[src/rtl/ptw_pkg.sv]
package ptw_pkg;
  localparam int VA_W      = 39;
  localparam int PA_W      = 56;
  localparam int PTE_W     = 64;
  localparam int OFS_W     = 12;
  localparam int IDX_W     = 9;
  localparam int LEVELS    = 3;
  localparam int LVL_W     = $clog2(LEVELS);
  localparam int VPN_W     = IDX_W * LEVELS;
  localparam int PPN_W     = PA_W - OFS_W;
  localparam int PPN_LSB   = 10;
  localparam int ENTRY_SH  = 3;
  localparam int FLAG_W    = 8;

  typedef enum logic [1:0] {
    FLT_ACCESS   = 2'd0,
    FLT_INVALID  = 2'd1,
    FLT_PERM     = 2'd2,
    FLT_MISALIGN = 2'd3
  } fault_e;

  typedef struct packed {
    logic d;
    logic a;
    logic g;
    logic u;
    logic x;
    logic w;
    logic r;
    logic v;
  } pte_flags_t;

  // Table index for a given level, taken from the virtual page number.
  function automatic logic [IDX_W-1:0] level_index(input logic [VA_W-1:0] va,
                                                   input logic [LVL_W-1:0] lvl);
    return va[OFS_W + IDX_W*int'(lvl) +: IDX_W];
  endfunction

  // Mask covering the page-number bits that a leaf at this level leaves to the VPN.
  function automatic logic [PPN_W-1:0] level_mask(input int lvl);
    return ~({PPN_W{1'b1}} << (IDX_W*lvl));
  endfunction

  function automatic logic [PPN_W-1:0] entry_ppn(input logic [PTE_W-1:0] pte);
    return pte[PPN_LSB +: PPN_W];
  endfunction
endpackage

[src/rtl/ptw_classify.sv]
module ptw_classify
  import ptw_pkg::*;
(
  input  logic [FLAG_W-1:0] flags,
  input  logic [LVL_W-1:0]  level,
  output logic              is_bad,
  output logic              is_ptr,
  output logic              is_leaf,
  output logic              ptr_at_bottom,
  output logic              g_bit
);
  pte_flags_t f;

  always_comb begin
    f             = pte_flags_t'(flags);
    is_bad        = !f.v || (f.w && !f.r);
    is_ptr        = !is_bad && !f.r && !f.w && !f.x;
    is_leaf       = !is_bad && !is_ptr;
    ptr_at_bottom = is_ptr && (level == '0);
    g_bit         = f.g;
  end
endmodule

[src/rtl/ptw_addr_gen.sv]
module ptw_addr_gen
  import ptw_pkg::*;
(
  input  logic [PPN_W-1:0] base_ppn,
  input  logic [VA_W-1:0]  vaddr,
  input  logic [LVL_W-1:0] level,
  output logic [PA_W-1:0]  entry_addr
);
  logic [IDX_W-1:0] idx;

  always_comb begin
    idx        = level_index(vaddr, level);
    entry_addr = {base_ppn, {OFS_W{1'b0}}} + PA_W'({idx, {ENTRY_SH{1'b0}}});
  end
endmodule

[src/rtl/ptw_leaf_map.sv]
module ptw_leaf_map
  import ptw_pkg::*;
(
  input  logic [PPN_W-1:0] leaf_ppn,
  input  logic [VPN_W-1:0] vpn,
  input  logic [LVL_W-1:0] level,
  output logic             misaligned,
  output logic [PPN_W-1:0] phys_ppn
);
  logic [PPN_W-1:0] per_lvl [LEVELS];
  logic [PPN_W-1:0] mask;

  // One candidate mask per level; the live one is picked by the leaf level.
  for (genvar l = 0; l < LEVELS; l++) begin : g_mask
    assign per_lvl[l] = (int'(level) == l) ? level_mask(l) : '0;
  end

  always_comb begin
    mask = '0;
    for (int l = 0; l < LEVELS; l++) mask = mask | per_lvl[l];
    misaligned = |(leaf_ppn & mask);
    phys_ppn   = leaf_ppn | (PPN_W'(vpn) & mask);
  end
endmodule

[src/rtl/ptw_walker.sv]
module ptw_walker
  import ptw_pkg::*;
(
  input  logic               clk,
  input  logic               rst_n,
  input  logic               req_valid,
  output logic               req_ready,
  input  logic [VA_W-1:0]    req_vaddr,
  input  logic [PPN_W-1:0]   req_root_ppn,
  input  logic [LVL_W-1:0]   req_level,
  input  logic               req_global,
  output logic               mem_req_valid,
  input  logic               mem_req_ready,
  output logic [PA_W-1:0]    mem_req_addr,
  input  logic               mem_rsp_valid,
  input  logic               mem_rsp_err,
  input  logic [PTE_W-1:0]   mem_rsp_data,
  output logic [FLAG_W-1:0]  perm_flags,
  input  logic               perm_ok,
  output logic               done,
  output logic               fault,
  output logic [1:0]         fault_code,
  output logic [PA_W-1:0]    res_paddr,
  output logic [PTE_W-1:0]   res_pte,
  output logic [PA_W-1:0]    res_pte_addr,
  output logic [LVL_W-1:0]   res_level,
  output logic               res_global
);
  typedef enum logic [1:0] {S_IDLE, S_ISSUE, S_WAIT} state_e;

  localparam logic [LVL_W-1:0] TOP_LVL = LVL_W'(LEVELS - 1);

  state_e           state_q;
  logic [VA_W-1:0]  va_q;
  logic [PPN_W-1:0] base_q;
  logic [LVL_W-1:0] lvl_q;
  logic             glob_q;

  logic             done_q, fault_q;
  fault_e           code_q;
  logic [PA_W-1:0]  paddr_q, pte_addr_q;
  logic [PTE_W-1:0] pte_q;
  logic [LVL_W-1:0] res_lvl_q;
  logic             res_glob_q;

  // Named internal events
  logic             accept_evt, rsp_take, descend_evt, finish_evt;
  logic             is_bad, is_ptr, is_leaf, ptr_at_bottom, g_bit;
  logic             misaligned;
  logic [PPN_W-1:0] phys_ppn;
  logic             glob_next;
  logic             fault_n;
  fault_e           code_n;
  logic [LVL_W-1:0] start_lvl;

  ptw_addr_gen u_addr (
    .base_ppn   (base_q),
    .vaddr      (va_q),
    .level      (lvl_q),
    .entry_addr (mem_req_addr)
  );

  ptw_classify u_cls (
    .flags         (mem_rsp_data[FLAG_W-1:0]),
    .level         (lvl_q),
    .is_bad        (is_bad),
    .is_ptr        (is_ptr),
    .is_leaf       (is_leaf),
    .ptr_at_bottom (ptr_at_bottom),
    .g_bit         (g_bit)
  );

  ptw_leaf_map u_map (
    .leaf_ppn   (entry_ppn(mem_rsp_data)),
    .vpn        (va_q[OFS_W +: VPN_W]),
    .level      (lvl_q),
    .misaligned (misaligned),
    .phys_ppn   (phys_ppn)
  );

  assign req_ready     = (state_q == S_IDLE);
  assign mem_req_valid = (state_q == S_ISSUE);
  assign perm_flags    = mem_rsp_data[FLAG_W-1:0];

  assign accept_evt  = req_ready && req_valid;
  assign rsp_take    = (state_q == S_WAIT) && mem_rsp_valid;
  assign descend_evt = rsp_take && !mem_rsp_err && is_ptr && !ptr_at_bottom;
  assign finish_evt  = rsp_take && !descend_evt;
  assign glob_next   = glob_q | g_bit;
  assign start_lvl   = (req_level > TOP_LVL) ? TOP_LVL : req_level;

  // Outcome priority: error, invalid, bottom pointer, permission, alignment
  always_comb begin
    fault_n = 1'b1;
    code_n  = FLT_ACCESS;
    if (mem_rsp_err)           code_n = FLT_ACCESS;
    else if (is_bad)           code_n = FLT_INVALID;
    else if (ptr_at_bottom)    code_n = FLT_INVALID;
    else if (!perm_ok)         code_n = FLT_PERM;
    else if (misaligned)       code_n = FLT_MISALIGN;
    else                       fault_n = 1'b0;
  end

  always_ff @(posedge clk) begin
    if (!rst_n) begin
      state_q <= S_IDLE;
      va_q    <= '0;
      base_q  <= '0;
      lvl_q   <= '0;
      glob_q  <= 1'b0;
    end else begin
      case (state_q)
        S_IDLE: if (accept_evt) begin
          va_q    <= req_vaddr;
          base_q  <= req_root_ppn;
          lvl_q   <= start_lvl;
          glob_q  <= req_global;
          state_q <= S_ISSUE;
        end
        S_ISSUE: if (mem_req_ready) state_q <= S_WAIT;
        S_WAIT: if (descend_evt) begin
          base_q  <= entry_ppn(mem_rsp_data);
          lvl_q   <= lvl_q - 1'b1;
          glob_q  <= glob_next;
          state_q <= S_ISSUE;
        end else if (finish_evt) begin
          state_q <= S_IDLE;
        end
        default: state_q <= S_IDLE;
      endcase
    end
  end

  always_ff @(posedge clk) begin
    if (!rst_n) begin
      done_q     <= 1'b0;
      fault_q    <= 1'b0;
      code_q     <= FLT_ACCESS;
      paddr_q    <= '0;
      pte_q      <= '0;
      pte_addr_q <= '0;
      res_lvl_q  <= '0;
      res_glob_q <= 1'b0;
    end else begin
      done_q <= finish_evt;
      if (finish_evt) begin
        fault_q    <= fault_n;
        code_q     <= code_n;
        paddr_q    <= {phys_ppn, va_q[OFS_W-1:0]};
        pte_q      <= mem_rsp_data;
        pte_addr_q <= mem_req_addr;
        res_lvl_q  <= lvl_q;
        res_glob_q <= glob_next;
      end
    end
  end

  assign done         = done_q;
  assign fault        = fault_q;
  assign fault_code   = code_q;
  assign res_paddr    = paddr_q;
  assign res_pte      = pte_q;
  assign res_pte_addr = pte_addr_q;
  assign res_level    = res_lvl_q;
  assign res_global   = res_glob_q;

  AST_DONE_PULSE: assert property (@(posedge clk) disable iff (!rst_n)
    done |=> !done);
  AST_REQ_HOLD: assert property (@(posedge clk) disable iff (!rst_n)
    mem_req_valid && !mem_req_ready |=> mem_req_valid && $stable(mem_req_addr));
  AST_DESCEND_STEP: assert property (@(posedge clk) disable iff (!rst_n)
    descend_evt |=> mem_req_valid && (lvl_q == $past(lvl_q) - 1'b1));
  AST_BOTTOM_PTR: assert property (@(posedge clk) disable iff (!rst_n)
    rsp_take && !mem_rsp_err && ptr_at_bottom |=> done && fault && (fault_code == 2'd1));
  AST_ERR_ACCESS: assert property (@(posedge clk) disable iff (!rst_n)
    rsp_take && mem_rsp_err |=> done && fault && (fault_code == 2'd0));
  AST_OFFSET_KEPT: assert property (@(posedge clk) disable iff (!rst_n)
    done && !fault |-> res_paddr[OFS_W-1:0] == va_q[OFS_W-1:0]);
endmodule

[config.mk]
export PLATFORM = sky130hd
export DESIGN_NAME = ptw_walker
export DESIGN_NICKNAME = d
export VERILOG_FILES = /design/src/rtl/ptw_pkg.sv /design/src/rtl/ptw_classify.sv /design/src/rtl/ptw_addr_gen.sv /design/src/rtl/ptw_leaf_map.sv /design/src/rtl/ptw_walker.sv
export SDC_FILE = /design/constraint.sdc
export NUM_CORES = 1
export LEC_CHECK = 0
export ABC_AREA = 1
export BUFFER_PORTS_ARGS = -buffer_cell sky130_fd_sc_hd__buf_2
export CAP_MARGIN = 5
export CORE_AREA = 4 4 156 158
export CTS_CLUSTER_DIAMETER = 120
export DETAILED_ROUTE_END_ITERATION = 10
export DIE_AREA = 0 0 160 162
export PLACE_DENSITY = 0.87
export REMOVE_ABC_BUFFERS = 1
export SYNTH_ARGS = -nofsm -noshare
export SYNTH_HDL_FRONTEND = slang
export SYNTH_SLANG_ARGS = --single-unit
[constraint.sdc]
create_clock -name clk -period 3.1 [get_ports clk]
set_clock_uncertainty 0.05 [all_clocks]
set_input_delay 0.155 -clock clk [delete_from_list [all_inputs] [get_ports clk]]
set_output_delay 0.155 -clock clk [all_outputs]
set_load 0.1 [all_outputs]
=== After elaboration in Yosys (flattened, before gate mapping) ===
Cells that the tools add are included.

* Register bits: 271
* Output and inout port bits: 249
* Word-level logic and storage cells: 86

* Add/sub/neg operators: 3
* Multipliers: 1
* $lt $le $gt $ge: 1
* Equal/unequal tests: 8
* Shift operators: 1
* Multiplexer cells: 27
* Bitwise gates (word level): 5
* Reduce and logical (&&, ||, !) cells: 27

{| class="wikitable"
|+ Operators by type and width
! operator !! count
|-
| 44-bit 2-to-1 mux || 2
|-
| 44-bit bitwise OR || 2
|-
| 44-bit case mux with 2 select lines || 1
|-
| 56-bit by 12-bit adder with 56-bit output || 1
|-
| 27-bit by 44-bit AND with 44-bit output || 1
|-
| 44-bit AND || 1
|-
| 44-bit OR reduction || 1
|-
| 39-bit by 32-bit variable part select with 9-bit output || 1
|-
| 5-bit by 32-bit adder with 32-bit output (first input constant) || 1
|-
| 2-bit 2-to-1 mux || 12
|-
| 18-bit 2-to-1 mux || 1
|-
| 1-bit logical AND || 11
|-
| 9-bit 2-to-1 mux || 1
|-
| 1-bit logical NOT || 8
|-
| 1-bit 2-to-1 mux || 7
|-
| 2-bit equality test (second input constant) || 3
|-
| 4-bit by 2-bit multiplier with 6-bit output (first input constant) || 1
|-
| 2-bit case mux with 3 select lines || 1
|-
| 3-bit AND reduction || 2
|-
| 2-bit logical NOT || 2
|-
| 2-bit by 1-bit inequality test with 1-bit output (second input constant) || 2
|-
| 2-bit case mux with 2 select lines || 1
|-
| 3-bit inequality test (second input constant) || 1
|-
| 2-bit by 1-bit equality test with 1-bit output (second input constant) || 1
|-
| 8 further kinds || 8
|}

=== Logic depth before layout (Yosys ltp) ===
Gate-level depths: netlist of run 1.

* Depth in word-level cells: 15
* Mapped depth: 13
* Gate-level depth less buffers: 10

=== Cells and area by module ===
Synthesis of run 1 repeated with hierarchy kept, for this count alone.

* Cells, all modules: 1639
* Area, all modules: 11527.3 um2

{| class="wikitable"
|+ By module, submodules not included
! module !! instances !! cells each !! area each (um2) !! sequential area each (um2)
|-
| ptw_walker || 1 || 1413 || 10321.1 || 5425.2
|-
| ptw_addr_gen || 1 || 115 || 645.6 || 0.0
|-
| ptw_leaf_map || 1 || 95 || 489.2 || 0.0
|-
| ptw_classify || 1 || 16 || 71.3 || 0.0
|}

=== Least setup slack after synthesis of run 1 ===
OpenSTA, ideal clock, no wires.

* Path type: flip-flop to flip-flop
* Start point: reg state_q[1]
* End point: reg base_q[30]
* Setup time: 0.118 ns
* Data arrival time: 2.605 ns
* Data required time: 2.932 ns
* Path slack: 0.327 ns
* Stages on the path, launching flop included: 9
* Path buffers: 2
* Period minus slack after synthesis: 2.773 ns
* Cell sequence: dfxtp_1 -> nor2_1 -> nand2_2 -> o21ai_4 -> inv_2 -> buf_6 -> buf_6 -> nor2_1 -> nor2_1

{| class="wikitable"
|+ RTL lines
! element !! RTL line !! source
|-
| from (decl) || ptw_walker.sv:33 || <nowiki>state_e state_q;</nowiki>
|-
| from (signal assigned) || ptw_walker.sv:106 || <nowiki>state_q <= S_IDLE;</nowiki>
|-
| from (signal assigned) || ptw_walker.sv:118 || <nowiki>state_q <= S_ISSUE;</nowiki>
|-
| from (signal assigned) || ptw_walker.sv:120 || <nowiki>S_ISSUE: if (mem_req_ready) state_q <= S_WAIT;</nowiki>
|-
| 2-bit logical NOT * || ptw_walker.sv:81 || <nowiki>assign req_ready = (state_q == S_IDLE);</nowiki>
|-
| named net req_ready || ptw_walker.sv:7 || <nowiki>output logic req_ready,</nowiki>
|-
| 1-bit logical AND || ptw_walker.sv:85 || <nowiki>assign accept_evt = req_ready && req_valid;</nowiki>
|-
| 2-bit by 1-bit inequality test with 1-bit output (no source line) || - ||
|-
| 3-bit AND reduction (no source line) || - ||
|-
| to (signal assigned) || ptw_walker.sv:115 || <nowiki>base_q <= req_root_ppn;</nowiki>
|-
| to (signal assigned) || ptw_walker.sv:122 || <nowiki>base_q <= entry_ppn(mem_rsp_data);</nowiki>
|-
| to (decl) || ptw_walker.sv:35 || <nowiki>logic [PPN_W-1:0] base_q;</nowiki>
|}

Mark *: on every way through the listed nets, which the timed path passes. The rest lies on a longest branch.
A chain may end at the register's enable or synchronous reset.

=== Worst setup path in the final report of run 1 ===
* Start point: reg lvl_q[1]
* End point: out mem_req_addr[4]

* Word-level cells in the longest chain between the ends: 4

{| class="wikitable"
|+ RTL lines
! element !! RTL line !! source
|-
| from (decl) || ptw_walker.sv:36 || <nowiki>logic [LVL_W-1:0] lvl_q;</nowiki>
|-
| from (signal assigned) || ptw_walker.sv:116 || <nowiki>lvl_q <= start_lvl;</nowiki>
|-
| from (signal assigned) || ptw_walker.sv:123 || <nowiki>lvl_q <= lvl_q - 1'b1;</nowiki>
|-
| 4-bit by 2-bit multiplier with 6-bit output || ptw_pkg.sv:36 || <nowiki>return va[OFS_W + IDX_W*int'(lvl) +: IDX_W];</nowiki>
|-
| 5-bit by 32-bit adder with 32-bit output || ptw_pkg.sv:36 ||
|-
| 39-bit by 32-bit variable part select with 9-bit output || ptw_pkg.sv:36 ||
|-
| 56-bit by 12-bit adder with 56-bit output || ptw_addr_gen.sv:13 || <nowiki>entry_addr = {base_ppn, {OFS_W{1'b0}}} + PA_W'({idx, {ENTRY_SH{1'b0}}});</nowiki>
|-
| to (decl) || ptw_walker.sv:14 || <nowiki>output logic [PA_W-1:0] mem_req_addr,</nowiki>
|}

Every way passes these cells.

==> results of run 1 <==
## worst paths after layout
kind	to	slack, ps
setup reg to reg	base_q[18]$_SDFFE_PN0P_	240
hold / removal	lvl_q[0]$_SDFFE_PN0P_	60
setup / recovery	mem_req_addr[4]	230
hold reg to reg	res_paddr[18]$_SDFFE_PN0P_	420
## per-layer routing
metal | track usage (%) | vias up
li1 | - | 5649
met4 | 20.8 | 0
met1 | 34.6 | 5695
met3 | 7.10 | 266
met5 | 0 | -
met2 | 53.7 | 936
## stage by stage
stage	util [%]	setup TNS, ps	instance area (um2)	worst slack (ps)
CTS	64.2	0	14800	123
floorplan	-	-302610	9810	-1870
finish	64.3	0	14900	232
detailed placement	53.7	0	12400	640
global route	64.3	0	14900	38.9
global placement	53.7	0	12400	762
## state kept, by name, indices dropped and copies added, names as in the netlist
signal	cells
done	1
base_q	44
res_pte	39
res_paddr	55
fault	1
res_global	1
res_pte_addr	53
va_q	39
glob_q	1
lvl_q	2
res_level	2
state_q	2
fault_code	2
## cell families after synthesis
family,Yosys count
other,1
and+or+nand+nor,682
DFF,242
adders and majority gates,3
AOI/OAI and AO/OA,350
buffers and inverters,208
## worst register-to-register path: stages (launching register included)
cell,delay [ps]
dfxtp_1,360
inv_2,50
nand2_2,90
buf_4,630
clkinvlp_2,1020
nand2_1,270
nand2_1,90
nor2_2,110
nor2_1,70
## cells in the mapped netlist, drive strengths merged
master / n
clkinv: 1
o21ai: 270
inv: 63
nand3b: 2
clkbuf: 46
o21bai: 1
o211ai: 5
nand2: 235
nand4: 2
conb: 1
nand3: 52
a21oi: 56
a211oi: 18
nor3: 2
or2: 2
ha: 3
buf: 98
dfxtp: 242
nor2: 387
## power by group through the flow
stage / Combinational, mW / Clock [mW] / Sequential, mW
after CTS: 2.53 / 3.26 / 3.38
after global placement: 2.35 / 0 / 3.44
final: 2.60 / 3.24 / 3.39
after global routing: 2.72 / 3.38 / 3.40
after floorplan: 0.868 / 0 / 4.24
after detailed placement: 2.37 / 0 / 3.45
## what timing repair did
item,in CTS,in global routing
resized for setup,0,1
buffers inserted,0,3
endpoints found under the hold margin,164,0
setup endpoints to repair,0,2
hold buffers,151,0
## area by class of cell
class	instances	area [um2]	area share, %
Sequential cell	242	4840	32.6
Multi-Input combinational cell	1041	4730	31.8
Timing Repair Buffer	566	3780	25.4
Clock buffer	35	746	5.01
Tap cell	290	363	2.44
Inverter	64	249	1.67
Clock inverter	13	156	1.05
Timing Repair inverter	1	5.00	0.0337
==> results_dict.tcl, run 1 <==
set metrics [dict create \
    dr_wl_met3_um 4110 \
    gp_congestion 0.897 \
    synth_xor_area_share_pct 0 \
    hold_viol 0 \
    cts-root-buf "clkbuf_16" \
    p_switching_mw 3.37 \
    cts_max_level 1 \
    num_io_pins 406 \
    cts_made_buffers 26 \
    start_util_pct 46.1 \
    arrival_ps 2660 \
    post_layout_nonfiller_instances 2252 \
    cts.path.max_buffers 3 \
    drv_cap 0 \
    grt_pass1_wl_um 66100 \
    post_synth.cell_area_avg_um2 7.18 \
    hpwl_um 24500 \
    swShare_pct 36.5 \
    layout.nets 2102 \
    firstDrtPassIters 7 \
    overflow 0 \
    ys_seq_elements 242 \
    path_class "reg2out" \
    dr.first_iter.drc_count 1543 \
    layout_commonest_cell "buf_2" \
    slew_violations 0 \
    worstHoldStart "req_level[0]" \
    core_um2 23100 \
    clk_pin_slew_ps 60 \
    cpLargestDelayFamily "buffers and inverters" \
    clkPwrFrac_pct 35.1 \
    fin_crit_sh_pct 92.5 \
    netlist_area_um2 10700 \
    post-place-cells 2049 \
    clock-sinks 242 \
    drt-total-wl_um 43100 \
    rows 56 \
    diodes 0 \
    holdPathStages 5 \
    yosysSeqAreaShare_pct 45.4 \
    postRouteAntennaNets 0 \
    leakagePower_nw 7.17 \
    path_cells "inv_1 > ha_1 > buf_4 > inv_1 > nand2_1 > a21oi_1 > nand2_1 > nand3_1 > nand2_1 > buf_12" \
    wire_per_inst_um 19.2 \
    nFillCells 1736 \
    hold_path_class "in2reg" \
    synth-compound-area-share_pct 18.1 \
    p_seq_share_pct 36.8 \
    p_comb_share_pct 28.1 \
    grt_use_total_pct 31.2 \
    intPower_mw 5.86 \
    drive_gt1_share_pct 26.8 \
    synthAdderAreaFrac_pct 0.352 \
    yosysTopAreaCell "dfxtp_1" \
    crit_path_max_incr_delay_ps 400 \
    crit_fanout 14 \
    finalSetupViolations 0 \
    syn2layout_area_growth_pct 39.5 \
    min_period_ps 2870 \
    io_buffers 399 \
    dieArea_um2 25900 \
    fp.dieH_um 162 \
    antenna_found_initial 0 \
    reg2regPathDepth 8 \
    end_kind "output pin" \
    fmax_ghz 0.349 \
    crit_slowest_cell "inv_1" \
    routed_via_density 5.57 \
    hold-worst-slack_ps 56.1 \
    synthMuxAreaShare_pct 0 \
    drt-met1-wl_um 15000 \
    synthTopCellsByArea "dfxtp_1, nor2_1, o21ai_0" \
    drc_errors 0 \
    synthSimpleGateAreaFrac_pct 25.7 \
    crit_start "lvl_q[1]$_SDFFE_PN0P_" \
    worst_pin_slew_ps 1020 \
    final_cell_mix "buf_2, nor2_1, o21ai_0, dfxtp_1, nand2_1" \
    timing.critical_path.buf_inv 4 \
    vias 12546 \
    cp_common_cell "nand2_1" \
    synth_top_family_by_area "simple AND/OR/NAND/NOR gates" \
    crit_path_start_kind "flip-flop" \
    cts_tree "yes" \
    post_synth_num_cell_types 32 \
    rr_startpoint "state_q[0]$_SDFFE_PN0P_" \
    rsz0062_at_grt "false" \
    cp.depth 10 \
    grt_pass1_vias 12355 \
    grt_max_degree 211 \
    p_per_area_nw_per_um2 620 \
    peakVddDrop_mv 0.584 \
    die_w_um 160 \
    clock_latency_ps 520 \
    ys_warn_count 0 \
    status "complete, no violations" \
    cp.required_ps 2890 \
    finalPower_mw 9.23 \
    synth_cells 1486 \
    highest_layer "met4" \
    yosys.area.top_type_share_pct 45.4 \
    wl_met2_um 20600 \
    max-slew-margin-rel_pct 31.7 \
]
Note: power is estimated with default switching activity, not from simulation.
==> inputs of run 2 (changes only) <==
--- a/config.mk
+++ b/config.mk
@@ -9,6 +9,7 @@
 export BUFFER_PORTS_ARGS = -buffer_cell sky130_fd_sc_hd__buf_2
 export CAP_MARGIN = 5
 export CORE_AREA = 4 4 156 158
+export CTS_BUF_LIST = sky130_fd_sc_hd__clkbuf_4 sky130_fd_sc_hd__clkbuf_8 sky130_fd_sc_hd__clkbuf_16
 export CTS_CLUSTER_DIAMETER = 120
 export DETAILED_ROUTE_END_ITERATION = 10
 export DIE_AREA = 0 0 160 162
==> run 2 against run 1 <==
Effect of this change: flip-flop and latch count unchanged; combinational power about the same; maximum frequency shrank 0.30%; cell area rose by 0.10%; sequential share of layout area about the same; register-to-register slack about the same; final cell count stayed put; clock power about the same; clock-buffer cell count stayed put; global-route usage down 0.068 points; largest power group unchanged; highest routed layer unchanged.
==> results_dict.tcl, run 2 (synthesis gave the netlist of run 1 again) <==
set metrics [dict create \
    final_cell_mix "buf_2, nor2_1, o21ai_0, dfxtp_1, nand2_1" \
    intPower_mw 5.89 \
    wire_per_inst_um 19.1 \
    crit_slowest_cell "inv_1" \
    clock_latency_ps 520 \
    rr_startpoint "state_q[0]$_SDFFE_PN0P_" \
    grt_max_degree 211 \
    path_cells "inv_1 > ha_1 > buf_4 > inv_1 > nand2_1 > a21oi_1 > nand2_1 > nand3_1 > nand2_1 > buf_12" \
    nFillCells 1734 \
    overflow 0 \
    rows 56 \
    p_comb_share_pct 28.0 \
    start_util_pct 46.1 \
    cp.required_ps 2890 \
    postRouteAntennaNets 0 \
    status "complete, no violations" \
    r2r_slack_ps 230 \
    largest_reg_flops 55 \
    drive_gt1_share_pct 27.0 \
    finalSetupViolations 0 \
    die_w_um 160 \
    max-slew-margin-rel_pct 33.4 \
    p_switching_mw 3.37 \
    crit_start "lvl_q[1]$_SDFFE_PN0P_" \
    dieArea_um2 25900 \
    io_buffers 399 \
    multi_input_area_um2 4730 \
    p_seq_share_pct 36.6 \
    min_period_ps 2880 \
    core_um2 23100 \
    grt_use_total_pct 31.1 \
    cts_made_buffers 26 \
    path_class "reg2out" \
    cts_tree "yes" \
    fin_crit_sh_pct 92.8 \
    gp_congestion 0.897 \
    cts.path.max_buffers 3 \
    vias 12614 \
    crit_path_start_kind "flip-flop" \
    worst_pin_slew_ps 999 \
    arrival_ps 2670 \
    peakVddDrop_mv 0.583 \
    routed_via_density 5.60 \
    reg2regPathDepth 8 \
    rsz0062_at_grt "false" \
    drv_cap 0 \
    dr.first_iter.drc_count 1488 \
    crit_fanout 14 \
    crit_path_max_incr_delay_ps 410 \
    cts_max_level 1 \
    num_io_pins 406 \
    cts-root-buf "clkbuf_16" \
    fp.dieH_um 162 \
    end_kind "output pin" \
    cp_common_cell "nand2_1" \
    hold_path_class "in2reg" \
    layout.nets 2102 \
    hold_viol 0 \
    slew_violations 0 \
    timing.rr.end "lvl_q[0]$_SDFFE_PN0P_" \
    layout_commonest_cell "buf_2" \
    drc_errors 0 \
    firstDrtPassIters 6 \
    fmax_ghz 0.348 \
    clk_pin_slew_ps 60 \
    antenna_found_initial 0 \
    hold-worst-slack_ps 53.8 \
    clock-sinks 242 \
    swShare_pct 36.4 \
    hpwl_um 24500 \
    clkPwrFrac_pct 35.4 \
    p_per_area_nw_per_um2 622 \
    leakagePower_nw 7.19 \
    grt_pass1_wl_um 65800 \
    drt-total-wl_um 43100 \
    diodes 0 \
    cp-endpoint "mem_req_addr[4]" \
    finalPower_mw 9.26 \
    register_area_um2 4840 \
    syn2layout_area_growth_pct 39.6 \
    grt_pass1_vias 12412 \
]
run 2: cell types whose count changed in the layout (fill, tap and decap cells not counted):
cell / previous run / this run
clkbuf_4: 0 / 4
clkbuf_1: 4 / 0
run 2: area by class of cell:
cell class,count,share of cell area (%)
Clock inverter,13,1.05
Inverter,64,1.67
Clock buffer,35,5.11
Sequential cell,242,32.5
Timing Repair Buffer,566,25.4
Tap cell,290,2.44
Multi-Input combinational cell,1041,31.8
Timing Repair inverter,1,0.0336
run 2: layer usage:
metal / global-route usage, % / vias to the layer above / share of wire [%]
met5: 0 / - / 0
met4: 21.9 / 0 / 8.1
met3: 6.95 / 270 / 9.3
met2: 53.3 / 948 / 48
met1: 34.4 / 5747 / 35
li1: - / 5649 / -
run 2: what timing repair did:
item                                    in CTS  in global routing
hold endpoints to repair                   164                  0
buffers inserted                             0                  3
gates resized for setup                      0                  1
endpoints found under the setup margin       0                  2
hold buffers                               151                  0
run 2: worst max-delay path: cells and delay by family (launching register included):
| family | cells | cell delay (ps) |
|---|---|---|
| flip-flops | 1 | 340 |
| buffers and inverters | 4 | 880 |
| AND/OR/NAND/NOR | 4 | 400 |
| adder cells (fa/ha/maj) | 1 | 330 |
| AO/OA/AOI/OAI | 1 | 180 |
run 2: worst min-delay path by stage:
stage / to / cells after the start / startpoint / slack (ps)
final: lvl_q[0]$_SDFFE_PN0P_ / 5 / req_level[0] / 50
after global routing: lvl_q[0]$_SDFFE_PN0P_ / 5 / req_level[0] / 40
after CTS: fault_code[0]$_SDFFE_PN0P_ / 5 / mem_rsp_err / 20
after detailed placement: va_q[6]$_SDFFE_PN0P_ / 3 / req_vaddr[6] / 360
after global placement: va_q[3]$_SDFFE_PN0P_ / 3 / req_vaddr[3] / 350
after floorplan: lvl_q[0]$_SDFFE_PN0P_ / 2 / rst_n / 230
run 2: per-stage QoR:
stage	util, %	area (um2)	instances	worst slack [ps]	setup TNS (ps)
after global routing	64.4	14900	2252	38.9	0
final	64.4	14900	2252	223	0
after CTS	64.2	14900	2248	123	0
after detailed placement	53.7	12400	2049	640	0
after floorplan	-	9810	1347	-1870	-302610
after global placement	53.7	12400	2049	762	0
run 2: power by group through the flow:
stage / logic [mW] / clock network [mW] / registers, mW
after detailed placement: 2.37 / 0 / 3.45
after floorplan: 0.868 / 0 / 4.24
after CTS: 2.53 / 3.30 / 3.38
after global routing: 2.72 / 3.42 / 3.40
final: 2.59 / 3.27 / 3.39
after global placement: 2.35 / 0 / 3.44
